[config.mk]
export PLATFORM = sky130hd
export DESIGN_NAME = fbp_guard
export DESIGN_NICKNAME = d
export VERILOG_FILES = /design/src/rtl/fbp_pkg.sv /design/src/rtl/fbp_cell.sv /design/src/rtl/fbp_rdport.sv /design/src/rtl/fbp_guard.sv
export SDC_FILE = /design/constraint.sdc
export NUM_CORES = 1
export LEC_CHECK = 0
export CORE_MARGIN = 3
export CORE_UTILIZATION = 64
export CTS_CLUSTER_SIZE = 24
export DETAILED_ROUTE_END_ITERATION = 12
export DONT_BUFFER_PORTS = 1
export GPL_TIMING_DRIVEN = 0
export PLACE_DENSITY = 0.87
export SLEW_MARGIN = 40
export SYNTH_ARGS = -nofsm -noshare
export SYNTH_HDL_FRONTEND = slang
export SYNTH_SLANG_ARGS = --single-unit
[constraint.sdc]
create_clock -name clk -period 2.7 [get_ports clk]
set_input_delay 0.135 -clock clk [delete_from_list [all_inputs] [get_ports clk]]
set_output_delay 0.135 -clock clk [all_outputs]
set_load 0.01 [all_outputs]
[src/rtl/fbp_pkg.sv]
package fbp_pkg;
   typedef enum logic [1:0] {
      OP_NONE   = 2'd0,
      OP_PROT   = 2'd1,
      OP_UNPROT = 2'd2,
      OP_LOCK   = 2'd3
   } fbp_op_e;

   localparam logic [1:0] ST_RESET = 2'b01;
endpackage

[src/rtl/fbp_cell.sv]
module fbp_cell
   import fbp_pkg::*;
(
   input  logic    clk,
   input  logic    rst_n,
   input  logic    hit,
   input  fbp_op_e op,
   input  logic    wp_n,
   output logic    prot,
   output logic    lock
);
   logic frozen;
   assign frozen = lock & ~wp_n;

   always_ff @(posedge clk or negedge rst_n) begin
      if (!rst_n) begin
         prot <= 1'b1;
         lock <= 1'b0;
      end else if (hit) begin
         unique case (op)
            OP_PROT:   if (!frozen) prot <= 1'b1;
            OP_UNPROT: if (!frozen) prot <= 1'b0;
            OP_LOCK:   lock <= 1'b1;
            default:   ;
         endcase
      end
   end
endmodule

[src/rtl/fbp_rdport.sv]
module fbp_rdport
   import fbp_pkg::*;
#(
   parameter int NUM_BLOCKS = 71,
   parameter bit REG_OUT    = 1'b1,
   localparam int BLK_W     = $clog2(NUM_BLOCKS)
) (
   input  logic                  clk,
   input  logic                  rst_n,
   input  logic [NUM_BLOCKS-1:0] prot_vec,
   input  logic [NUM_BLOCKS-1:0] lock_vec,
   input  logic [BLK_W-1:0]      addr,
   output logic [1:0]            stat
);
   localparam logic [BLK_W:0] LIMIT = (BLK_W+1)'(NUM_BLOCKS);

   logic [1:0] stat_c;

   always_comb begin
      if ({1'b0, addr} < LIMIT) stat_c = {lock_vec[addr], prot_vec[addr]};
      else                      stat_c = ST_RESET;
   end

   generate
      if (REG_OUT) begin : g_reg
         always_ff @(posedge clk or negedge rst_n) begin
            if (!rst_n) stat <= ST_RESET;
            else        stat <= stat_c;
         end
      end else begin : g_comb
         assign stat = stat_c;
      end
   endgenerate
endmodule

[src/rtl/fbp_guard.sv]
module fbp_guard
   import fbp_pkg::*;
#(
   parameter int NUM_BLOCKS = 71,
   parameter bit REG_OUT    = 1'b1,
   localparam int BLK_W     = $clog2(NUM_BLOCKS)
) (
   input  logic             clk,
   input  logic             rst_n,
   input  logic             cmd_valid,
   input  logic [1:0]       cmd_op,
   input  logic [BLK_W-1:0] cmd_blk,
   input  logic             wp_n,
   input  logic [BLK_W-1:0] qry_blk,
   output logic [1:0]       qry_status,
   input  logic [BLK_W-1:0] tgt_blk,
   output logic             pe_allowed
);
   generate
      if (NUM_BLOCKS < 2 || NUM_BLOCKS > 4096) begin : g_bad_size
         $error("fbp_guard: NUM_BLOCKS must lie in 2..4096");
      end
   endgenerate

   logic [NUM_BLOCKS-1:0] prot_vec;
   logic [NUM_BLOCKS-1:0] lock_vec;
   fbp_op_e               op_e;

   assign op_e = fbp_op_e'(cmd_op);

   generate
      for (genvar i = 0; i < NUM_BLOCKS; i++) begin : g_blk
         logic hit;
         assign hit = cmd_valid && (cmd_blk == BLK_W'(i));
         fbp_cell u_cell (
            .clk  (clk),
            .rst_n(rst_n),
            .hit  (hit),
            .op   (op_e),
            .wp_n (wp_n),
            .prot (prot_vec[i]),
            .lock (lock_vec[i])
         );
      end
   endgenerate

   fbp_rdport #(.NUM_BLOCKS(NUM_BLOCKS), .REG_OUT(REG_OUT)) u_qry (
      .clk     (clk),
      .rst_n   (rst_n),
      .prot_vec(prot_vec),
      .lock_vec(lock_vec),
      .addr    (qry_blk),
      .stat    (qry_status)
   );

   logic [1:0] tgt_stat;
   logic       tgt_unused_lock;

   fbp_rdport #(.NUM_BLOCKS(NUM_BLOCKS), .REG_OUT(REG_OUT)) u_tgt (
      .clk     (clk),
      .rst_n   (rst_n),
      .prot_vec(prot_vec),
      .lock_vec(lock_vec),
      .addr    (tgt_blk),
      .stat    (tgt_stat)
   );

   assign pe_allowed      = ~tgt_stat[0];
   assign tgt_unused_lock = tgt_stat[1];
endmodule

# Word-level counts from Yosys, hierarchy flattened
# Index checks and enable logic that the tools add are counted.
[totals]
regBits = 145
input_bits = 27
output_inout_bits = 3
wordCells = 872
[op_classes]
order_cmp = 4
eq_ne = 215
n_mux = 221
bitwise_logic = 73
reduce_logical = 215
[ops]
columns = ["cell", "count"]
rows = [
  ["$ne 2x2->1 const B", 142],
  ["$reduce_and 4->1", 71],
  ["$eq 7x6->1 const B", 32],
  ["$mux 1", 146],
  ["$pmux 1 s2", 71],
  ["$reduce_and 2->1", 71],
  ["$eq 7x5->1 const B", 16],
  ["$and 1x1->1", 71],
  ["$logic_and 1x1->1", 71],
  ["$eq 7x4->1 const B", 8],
  ["$eq 7x7->1 const B", 7],
  ["$eq 7x3->1 const B", 4],
  ["$bmux 1 s7", 3],
  ["$lt 7x8->1 const B", 2],
  ["$eq 7x2->1 const B", 2],
  ["$lt 7x7->1 const B", 2],
  ["$eq 7x1->1 const B", 1],
  ["$logic_not 7->1", 1],
  ["$eq 2x2->1 const B", 2],
  ["$eq 2x1->1 const B", 1],
  ["$mux 2", 1],
  ["$not 1->1", 2],
  ["$reduce_bool 2->1", 1],
]

# Depth between registers and ports, before layout
# Gate-level depths: netlist of the first run.
[depth]
word_depth = 4
ltp_mapped = 10
ltp_nobuf = 7

# Modules after synthesis
# From an unflattened synthesis of the first run, not the netlist that was laid out.
[unflattened]
hier_cells = 892
hier_area_um2 = 9808.2
[modules_own_cells]
columns = ["mod", "instances", "cells_per_inst", "area_per_inst_um2", "seq_area_each_um2"]
rows = [
  ["fbp_cell", 71, 8, 92.6, 51.3],
  ["fbp_rdport", 2, 102, 1275.0, 51.3],
  ["fbp_guard", 1, 120, 684.4, 0.0],
]

# Worst setup path before layout of the first run
# No wires, ideal clock.
[synth_timing]
kind = "in2reg"
startpoint = "input port qry_blk[1]"
endpoint = "register u_qry.stat[1]"
setup_ps = 135
arrival_time_ps = 1601
t_required_ps = 2565
path_slack_ps = 964
cell_stages = 7
path_buffers = 2
path_cell_list = "buf_4 -> buf_2 -> mux2_2 -> o311ai_0 -> a21oi_1 -> o41ai_1 -> o22ai_1"
[synth_via]
elab_chain_len = 3
elab_cells_between_ends = 4
[synth_rtl]
columns = ["element", "line", "rtl"]
rows = [
  ["from (decl)", "fbp_guard.sv:14", "input logic [BLK_W-1:0] qry_blk,"],
  ["$bmux 1 s7", "fbp_rdport.sv:20", "if ({1'b0, addr} < LIMIT) stat_c = {lock_vec[addr], prot_vec[addr]};"],
  ["$mux 1 (implied by the code)", "fbp_rdport.sv:20", ""],
  ["$mux 2 *", "fbp_rdport.sv:20", ""],
  ["named net u_qry.stat_c[1]", "fbp_rdport.sv:17", "logic [1:0] stat_c;"],
  ["to (signal assigned)", "fbp_rdport.sv:28", "else stat <= stat_c;"],
  ["to (decl)", "fbp_rdport.sv:13", "output logic [1:0] stat"],
]
# Mark *: on every way through the listed nets, which the timed path passes. The rest lies on a longest branch. The select of a mux whose other input is x is not followed.
# A chain may end at the register's enable or synchronous reset.

# Final worst setup path of the first run
[layout_timing]
startpoint = "input port qry_blk[1]"
endpoint = "register u_qry.stat[0]"
# The elaborated chain is that of the path after synthesis.

==> results of run 1 <==
## kinds of logic after synthesis
group,after synthesis,share of synthesized area
compound gates,190,0.158
fa+ha+maj,3,0.00465
buf+inv,74,0.0416
flops,145,0.461
mux,86,0.192
simple gates,246,0.143
## where the power goes
group	internal (mW)	switching, mW
logic	0.265	0.323
clock network	1.43	0.930
registers	2.36	0.118
## synthesized netlist by cell type, types with 6 or more instances
master                       n  area share
sky130_fd_sc_hd__clkbuf_1   38       0.018
sky130_fd_sc_hd__a211oi_1   14       0.013
sky130_fd_sc_hd__nand3_1    55       0.034
sky130_fd_sc_hd__nand2_1   128       0.060
sky130_fd_sc_hd__inv_1      18      0.0084
sky130_fd_sc_hd__nor2_1     16      0.0074
sky130_fd_sc_hd__o31ai_1    12       0.011
sky130_fd_sc_hd__dfrtp_1    72        0.22
sky130_fd_sc_hd__mux4_1     15       0.049
sky130_fd_sc_hd__mux2i_1    31       0.038
sky130_fd_sc_hd__and2_1      6      0.0047
sky130_fd_sc_hd__mux4_2     35       0.098
sky130_fd_sc_hd__o21ai_0    65       0.040
sky130_fd_sc_hd__nor2b_1    12      0.0093
sky130_fd_sc_hd__dfstp_2    73        0.24
sky130_fd_sc_hd__buf_2       7      0.0043
sky130_fd_sc_hd__a21o_1     61       0.057
sky130_fd_sc_hd__o21bai_1    7      0.0065
sky130_fd_sc_hd__a21oi_1     8      0.0050
## cell type report
cell class              count  area share
well taps                 168      0.0234
clock buffers              19      0.0517
flip-flops and latches    145       0.414
inverters                  18     0.00752
multi-input cells         525       0.451
plain buffers              56      0.0298
clock inverters            13      0.0146
repair buffers              7     0.00780
## registers in the layout, indices dropped and copies added (netlist names)
| name | flops |
|---|---|
| u_tgt.stat | 1 |
| g_blk.u_cell.lock | 71 |
| g_blk.u_cell.prot | 71 |
| u_qry.stat | 2 |
## stage by stage
| stage | util | std cells | setup WS [ps] |
|---|---|---|---|
| floorplan | - | 744 | 964 |
| global route | 0.739 | 951 | 1.55 |
| detailed placement | 0.683 | 912 | 436 |
| CTS | 0.737 | 951 | 106 |
| finish | 0.739 | 951 | 39.6 |
| global placement | 0.681 | 912 | 398 |
## path summary, 6_finish.rpt
path / start / to / slack [ps] / cells past startpoint
hold / removal: rst_n / g_blk[0].u_cell.lock / -600 / 0
hold reg to reg: g_blk[25].u_cell.lock / g_blk[25].u_cell.lock / 470 / 1
setup reg to reg: g_blk[67].u_cell.prot / u_tgt.stat[0] / 90 / 6
setup / recovery: qry_blk[1] / u_qry.stat[0] / 40 / 9
max in group asynchronous: rst_n / g_blk[51].u_cell.prot / 3010 / 0
min in group clk: cmd_blk[5] / g_blk[50].u_cell.prot / 20 / 2
## metal layers
layer	wire length (um)	up-vias	part of all wire
li1	-	2801	-
met1	9340	3364	0.37
met2	10900	618	0.44
met3	3460	106	0.14
met4	1230	0	0.049
met5	0	-	0
## what timing repair did
item,in CTS,in global routing
hold endpoints to repair,148,145
gates resized for setup,0,3
setup endpoints to repair,0,1
## critical path: stages
cell and delay (ps):
sky130_fd_sc_hd__buf_4 230, sky130_fd_sc_hd__buf_2 330, sky130_fd_sc_hd__buf_4 290, sky130_fd_sc_hd__buf_2 260, sky130_fd_sc_hd__mux4_2 340, sky130_fd_sc_hd__a311oi_1 250
sky130_fd_sc_hd__dlygate4sd3_1 590, sky130_fd_sc_hd__a21oi_1 60, sky130_fd_sc_hd__dlygate4sd3_1 540
==> tab_implementation.tex, run 1 <==
\begin{tabular}{lr}
\hline
Metric & Value \\
\hline
\multicolumn{2}{l}{\textbf{Outcome}} \\
\quad Status & finished with violations \\
\quad Violated checks & hold timing \\
\multicolumn{2}{l}{\textbf{Timing}} \\
\quad Relative max-transition margin & 0.418 \\
\quad Clock skew & 6.50 ps \\
\quad Min Clock Period, post-route & 2660 ps \\
\quad Unrepaired setup endpoints after global routing & no \\
\quad Max frequency & 0.376 GHz \\
\quad Number of failing setup endpoints in the final timing report & 0 \\
\quad Final TNS setup & 0 ps \\
\quad Worst hold margin & -597 ps \\
\quad Final Hold Violating Endpoints & 145 \\
\quad Post-route clock period utilization & 0.985 \\
\quad Slew at the pin with the worst max-slew slack & 868 ps \\
\quad Final number of max-transition violations & 0 \\
\multicolumn{2}{l}{\textbf{Floorplanning}} \\
\quad Chip Width & 118 um \\
\quad Die height & 118 um \\
\quad Die Area & 0.0140 mm2 \\
\quad Placeable core area & 0.0122 mm2 \\
\quad Initial Utilization & 0.663 \\
\quad Number of ports placed on the die boundary & 30 \\
\quad Number of cell rows & 40 \\
\multicolumn{2}{l}{\textbf{Synth}} \\
\quad Dominant register cell in the synthesized netlist & sky130\_fd\_sc\_hd\_\_dfstp\_2 \\
\quad Synth warnings & 0 \\
\quad Average cell area after synthesis & 10.8 um2 \\
\quad Number of instances in the synthesized netlist & 744 \\
\quad Count of distinct cell types in the synthesized netlist & 48 \\
\quad Number of flops mapped to enable cells by yosys & 0 \\
\quad Share of synthesized area occupied by flip-flops and latches & 0.461 \\
\quad FFs w/ async S/R, synth & 1.00 \\
\quad Synth Cell Area & 0.00807 mm2 \\
\quad Nets in the synthesized netlist & 774 \\
\quad Number of synthesized register bits & 145 \\
\multicolumn{2}{l}{\textbf{GRT}} \\
\quad Global-route track usage on met2 & 0.522 \\
\quad Largest net degree at the start of global routing & 146 \\
\quad Vias in the first global route & 6562 \\
\quad Met3 usage in global routing & 0.124 \\
\quad Met1 track demand over resource in global routing & 0.510 \\
\quad Global routing usage summed across all routing layers & 0.368 \\
\quad Most crowded layer after global routing & met2 \\
\quad Number of antenna violations at the first check in global routing & 0 \\
\quad First-pass GRT wire length & 38500 um \\
\quad Total congestion overflow after global routing & 0 \\
\multicolumn{2}{l}{\textbf{Clocking}} \\
\quad Maximum level of the CTS H-tree & 4 \\
\quad Number of buffers inserted during clock tree synthesis & 17 \\
\quad Clock tree sinks & 145 \\
\quad Number of buffers inserted to repair setup after CTS & 0 \\
\quad CTS tree & built \\
\quad Root buf cell & sky130\_fd\_sc\_hd\_\_clkbuf\_16 \\
\quad Clock Tree Buf Depth & 2 \\
\quad Hold\_buf cts & 7 \\
\quad Clock transition time at the flip-flop clock pins of the worst setup and hold paths & 60 ps \\
\quad Clock insertion delay at the later pin of the skew report & 440 ps \\
\multicolumn{2}{l}{\textbf{Setup path}} \\
\quad CP Capture Type & flop \\
\quad Critical Setup Path Class & primary input to flop \\
\quad Critical path required time & 3060 ps \\
\quad CP Max Fanout & 10 \\
\quad Startpoint type of the worst setup path & primary input \\
\quad Worst endpoint data arrival time & 3020 ps \\
\multicolumn{2}{l}{\textbf{Power}} \\
\quad P per Cell Area & 604 mW/mm2 \\
\quad Overall power & 5.43 mW \\
\quad Static leakage & 4.05 nW \\
\quad Worst IR Drop VDD & 0.390 mV \\
\multicolumn{2}{l}{\textbf{Cells and area}} \\
\quad Cell area after layout & 0.00899 mm2 \\
\quad Multi-input gate area in the final layout & 0.00406 mm2 \\
\quad Proportion of layout cells with a drive suffix above 1 & 0.225 \\
\quad Most common cell after layout, fill and taps aside & sky130\_fd\_sc\_hd\_\_nand2\_1 \\
\quad Commonest non-fill, non-tap cells in the layout & sky130\_fd\_sc\_hd\_\_nand2\_1, sky130\_fd\_sc\_hd\_\_dfstp\_2, sky130\_fd\_sc\_hd\_\_dfrtp\_1 \\
\quad Footprint of the flip-flops and latches & 0.00372 mm2 \\
\quad Antenna diode count & 0 \\
\quad Area growth from synthesis to layout & 11.4\% \\
\quad Layout Nets & 800 \\
\quad \# fillers & 827 \\
\multicolumn{2}{l}{\textbf{Worst hold path}} \\
\quad Classification of the worst-slack hold path & primary input to async pin \\
\multicolumn{2}{l}{\textbf{Place}} \\
\quad Buffers on Ports & 0 \\
\quad Placed cell areas & 0.00830 mm2 \\
\quad HPWL after detailed placement & 17600 um \\
\quad Final RePlAce weighted congestion & 1.03 \\
\multicolumn{2}{l}{\textbf{Drt}} \\
\quad Number of vias per cell & 7.24 \\
\quad Final WL & 25000 um \\
\quad Number of routed nets with antenna violations & 0 \\
\quad Total number of vias & 6889 \\
\quad Number of optimization iterations in the first detailed-route pass & 8 \\
\quad DRC violation count after routing & 0 \\
\quad Drt wl/cell & 26.3 um \\
\quad Iter 0 DRT Violations & 1186 \\
\multicolumn{2}{l}{\textbf{Job}} \\
\quad MaxCap Viol Count & 0 \\
\hline
\end{tabular}
Power figures use the tool's default switching activity.
==> run 2, diff against run 1 <==
--- a/config.mk
+++ b/config.mk
@@ -5,6 +5,7 @@
 export SDC_FILE = /design/constraint.sdc
 export NUM_CORES = 1
 export LEC_CHECK = 0
+export CORE_ASPECT_RATIO = 2
 export CORE_MARGIN = 3
 export CORE_UTILIZATION = 64
 export CTS_CLUSTER_SIZE = 24
==> tab_implementation.tex, run 2 (synthesized netlist as in run 1, its figures left out) <==
\begin{tabular}{lr}
\hline
Metric & Value \\
\hline
\multicolumn{2}{l}{\textbf{Setup path}} \\
\quad R2R depth & 7 (+1) \\
\quad Ordered cell list for the critical path & mux2i\_1 > o21ai\_0 > mux2i\_1 > and4b\_1 > dlygate4sd3\_1 > a211oi\_1 > dlygate4sd3\_1 \\
\quad Capture point of the worst reg-to-reg path & u\_tgt.stat[0] \\
\quad CP Capture Type & flop \\
\quad Critical Setup Path Class & flop to flop \\
\quad Startpoint type of the worst setup path & flop \\
\quad Cell type of the slowest stage on the worst timing path & sky130\_fd\_sc\_hd\_\_dlygate4sd3\_1 \\
\quad Startpoint of the lowest-slack register-to-register path & g\_blk[70].u\_cell.prot \\
\quad Worst endpoint data arrival time & 2810 ps (-210 ps) \\
\quad Biggest cell delay along the critical path & 580 ps (about the same) \\
\quad Critical path required time & 3070 ps (about the same) \\
\quad CP Max Fanout & 3 (-7) \\
\quad FF-to-FF setup slack & 260 ps (+170 ps) \\
\multicolumn{2}{l}{\textbf{Timing}} \\
\quad Unrepaired setup endpoints after global routing & no \\
\quad Worst hold margin & -587 ps (+9.31 ps) \\
\quad Final number of max-transition violations & 0 (unchanged) \\
\quad Relative max-transition margin & 0.375 (-0.0427) \\
\quad Final Hold Violating Endpoints & 145 (unchanged) \\
\quad Number of failing setup endpoints in the final timing report & 0 (unchanged) \\
\quad Final TNS setup & 0 ps (unchanged) \\
\quad Min Clock Period, post-route & 2440 ps (-219 ps) \\
\quad Clock skew & 10.7 ps (+4.21 ps) \\
\quad Slew at the pin with the worst max-slew slack & 933 ps (+65.3 ps) \\
\quad Post-route clock period utilization & 0.904 (-0.0812) \\
\quad Max frequency & 0.410 GHz (+9.0\%) \\
\multicolumn{2}{l}{\textbf{Drt}} \\
\quad DR WL met2 & 12200 um (+12\%) \\
\quad Routed wl met3 & 2570 um (-26\%) \\
\quad Number of routed nets with antenna violations & 0 (unchanged) \\
\quad Iter 0 DRT Violations & 905 (-24\%) \\
\quad Number of optimization iterations in the first detailed-route pass & 7 (-1) \\
\quad Top Layer Used & met4 \\
\quad M1 WL & 8760 um (-6.1\%) \\
\quad DRC violation count after routing & 0 (unchanged) \\
\quad Number of vias per cell & 7.42 (+2.4\%) \\
\quad Drt wl/cell & 27.9 um (+6.2\%) \\
\quad Final WL & 26000 um (+3.9\%) \\
\quad Total number of vias & 6905 (+0.23\%) \\
\multicolumn{2}{l}{\textbf{Clocking}} \\
\quad Number of buffers inserted during clock tree synthesis & 17 (unchanged) \\
\quad Hold\_buf cts & 7 (unchanged) \\
\quad Number of gates resized after cts & 0 (unchanged) \\
\quad Clock Tree Buf Depth & 2 (unchanged) \\
\quad Maximum level of the CTS H-tree & 4 (unchanged) \\
\quad Clock transition time at the flip-flop clock pins of the worst setup and hold paths & 70 ps (about the same) \\
\quad Clock tree sinks & 145 (unchanged) \\
\quad Clock insertion delay at the later pin of the skew report & 430 ps (about the same) \\
\quad Root buf cell & sky130\_fd\_sc\_hd\_\_clkbuf\_16 \\
\quad CTS tree & built \\
\quad Number of buffers inserted to repair setup after CTS & 0 (unchanged) \\
\multicolumn{2}{l}{\textbf{Worst hold path}} \\
\quad Classification of the worst-slack hold path & primary input to async pin \\
\multicolumn{2}{l}{\textbf{Cells and area}} \\
\quad Cell area after layout & 0.00898 mm2 (about the same) \\
\quad Commonest non-fill, non-tap cells in the layout & sky130\_fd\_sc\_hd\_\_nand2\_1, sky130\_fd\_sc\_hd\_\_dfstp\_2, sky130\_fd\_sc\_hd\_\_dfrtp\_1 \\
\quad Proportion of layout cells with a drive suffix above 1 & 0.223 (-0.00156) \\
\quad \# fillers & 847 (+2.4\%) \\
\quad Final design utilization & 0.732 (-0.00684) \\
\quad Antenna diode count & 0 (unchanged) \\
\quad Most common cell after layout, fill and taps aside & sky130\_fd\_sc\_hd\_\_nand2\_1 \\
\quad Area growth from synthesis to layout & 11.3\% (about the same) \\
\quad Layout Nets & 802 (+0.25\%) \\
\quad Top Registers & g\_blk.u\_cell.lock x71, g\_blk.u\_cell.prot x71, u\_qry.stat x2 \\
\multicolumn{2}{l}{\textbf{Power}} \\
\quad Comb power frac & 0.109 (about the same) \\
\quad Static leakage & 4.06 nW (+0.30\%) \\
\quad Internal power contribution & 4.04 mW (-0.49\%) \\
\quad Worst IR Drop VDD & 0.643 mV (+65\%) \\
\quad Net switching power of the design & 1.40 mW (+2.4\%) \\
\quad Power share of the sequential group & 0.455 (-0.002) \\
\quad Switching share of power & 0.258 (+0.00550) \\
\quad Clock power frac & 0.435 (about the same) \\
\quad P per Cell Area & 606 mW/mm2 (+0.32\%) \\
\multicolumn{2}{l}{\textbf{Place}} \\
\quad Buffers on Ports & 0 (unchanged) \\
\quad HPWL after detailed placement & 18200 um (+3.7\%) \\
\quad Placed cell areas & 0.00829 mm2 (about the same) \\
\quad Final RePlAce weighted congestion & 1.04 (+1.3\%) \\
\multicolumn{2}{l}{\textbf{Job}} \\
\quad MaxCap Viol Count & 0 (unchanged) \\
\multicolumn{2}{l}{\textbf{Outcome}} \\
\quad Status & finished with violations \\
\quad Violated checks & hold timing \\
\multicolumn{2}{l}{\textbf{GRT}} \\
\quad Total congestion overflow after global routing & 0 (unchanged) \\
\quad First-pass GRT wire length & 39500 um (+2.7\%) \\
\quad Largest net degree at the start of global routing & 146 (unchanged) \\
\quad Number of antenna violations at the first check in global routing & 0 (unchanged) \\
\quad Global routing usage summed across all routing layers & 0.387 (+0.0191) \\
\quad Vias in the first global route & 6978 (+6.3\%) \\
\multicolumn{2}{l}{\textbf{Floorplanning}} \\
\quad Chip Width & 85.4 um (-28\%) \\
\quad Die height & 165 um (+39\%) \\
\quad Placeable core area & 0.0123 mm2 (+0.86\%) \\
\quad Number of ports placed on the die boundary & 30 (unchanged) \\
\quad Number of cell rows & 57 (+43\%) \\
\quad Initial Utilization & 0.658 (-0.00568) \\
\quad Die Area & 0.0141 mm2 (+0.59\%) \\
\hline
\end{tabular}
run 2: cell count changes in the layout (fill, tap and decap cells not counted), moves of 2 or more:
cell | before | now
sky130_fd_sc_hd__clkinv_2 | 4 | 2
sky130_fd_sc_hd__inv_6 | 0 | 2
sky130_fd_sc_hd__nor3_2 | 5 | 2
sky130_fd_sc_hd__nor3_4 | 1 | 4
run 2: critical path: cells and delay by family (launching register included):
kind / cells / cell delay [ps]
mux: 2 / 160
buf+inv: 2 / 1130
simple gates: 1 / 190
flops: 1 / 540
compound gates: 2 / 370
run 2: power groups by stage:
stage | clock network (mW) | logic (mW) | registers [mW]
detailed placement | 0 | 0.559 | 2.50
finish | 2.37 | 0.596 | 2.48
CTS | 2.36 | 0.576 | 2.47
floorplan | 0 | 0.421 | 2.45
global placement | 0 | 0.534 | 2.49
global route | 2.46 | 0.633 | 2.49
run 2: stage by stage:
| stage | total power [mW] | std cells | setup WS (ps) |
|---|---|---|---|
| after floorplan | 2.88 | 744 | 964 |
| after global placement | 3.02 | 891 | 338 |
| after detailed placement | 3.06 | 892 | 393 |
| after CTS | 5.40 | 930 | 279 |
| after global routing | 5.58 | 931 | 113 |
| final | 5.44 | 931 | 259 |
run 2: cell type report:
class	count	area [um2]	share of cell area
clock inverter	12	130	0.0145
tap	147	184	0.0205
sequential	145	3720	0.414
timing repair buffer	9	88.8	0.00989
buffer	56	268	0.0298
inverter	18	67.6	0.00752
multi-input combinational	525	4070	0.453
clock buffer	19	454	0.0506
run 2: worst max-delay path by stage:
stage / from / endpoint / depth (start not counted)
finish: g_blk[70].u_cell.prot / u_tgt.stat[0] / 7
global route: g_blk[70].u_cell.prot / u_tgt.stat[0] / 7
CTS: g_blk[70].u_cell.prot / u_tgt.stat[0] / 7
detailed placement: qry_blk[3] / u_qry.stat[1] / 6
global placement: cmd_blk[0] / g_blk[3].u_cell.prot / 6
floorplan: qry_blk[1] / u_qry.stat[1] / 7
run 2: metal layers:
layer | vias to the layer above | global-route usage
met1 | 3327 | 0.451
met5 | - | 0
met4 | 0 | 0.287
li1 | 2799 | -
met3 | 195 | 0.101
met2 | 584 | 0.609
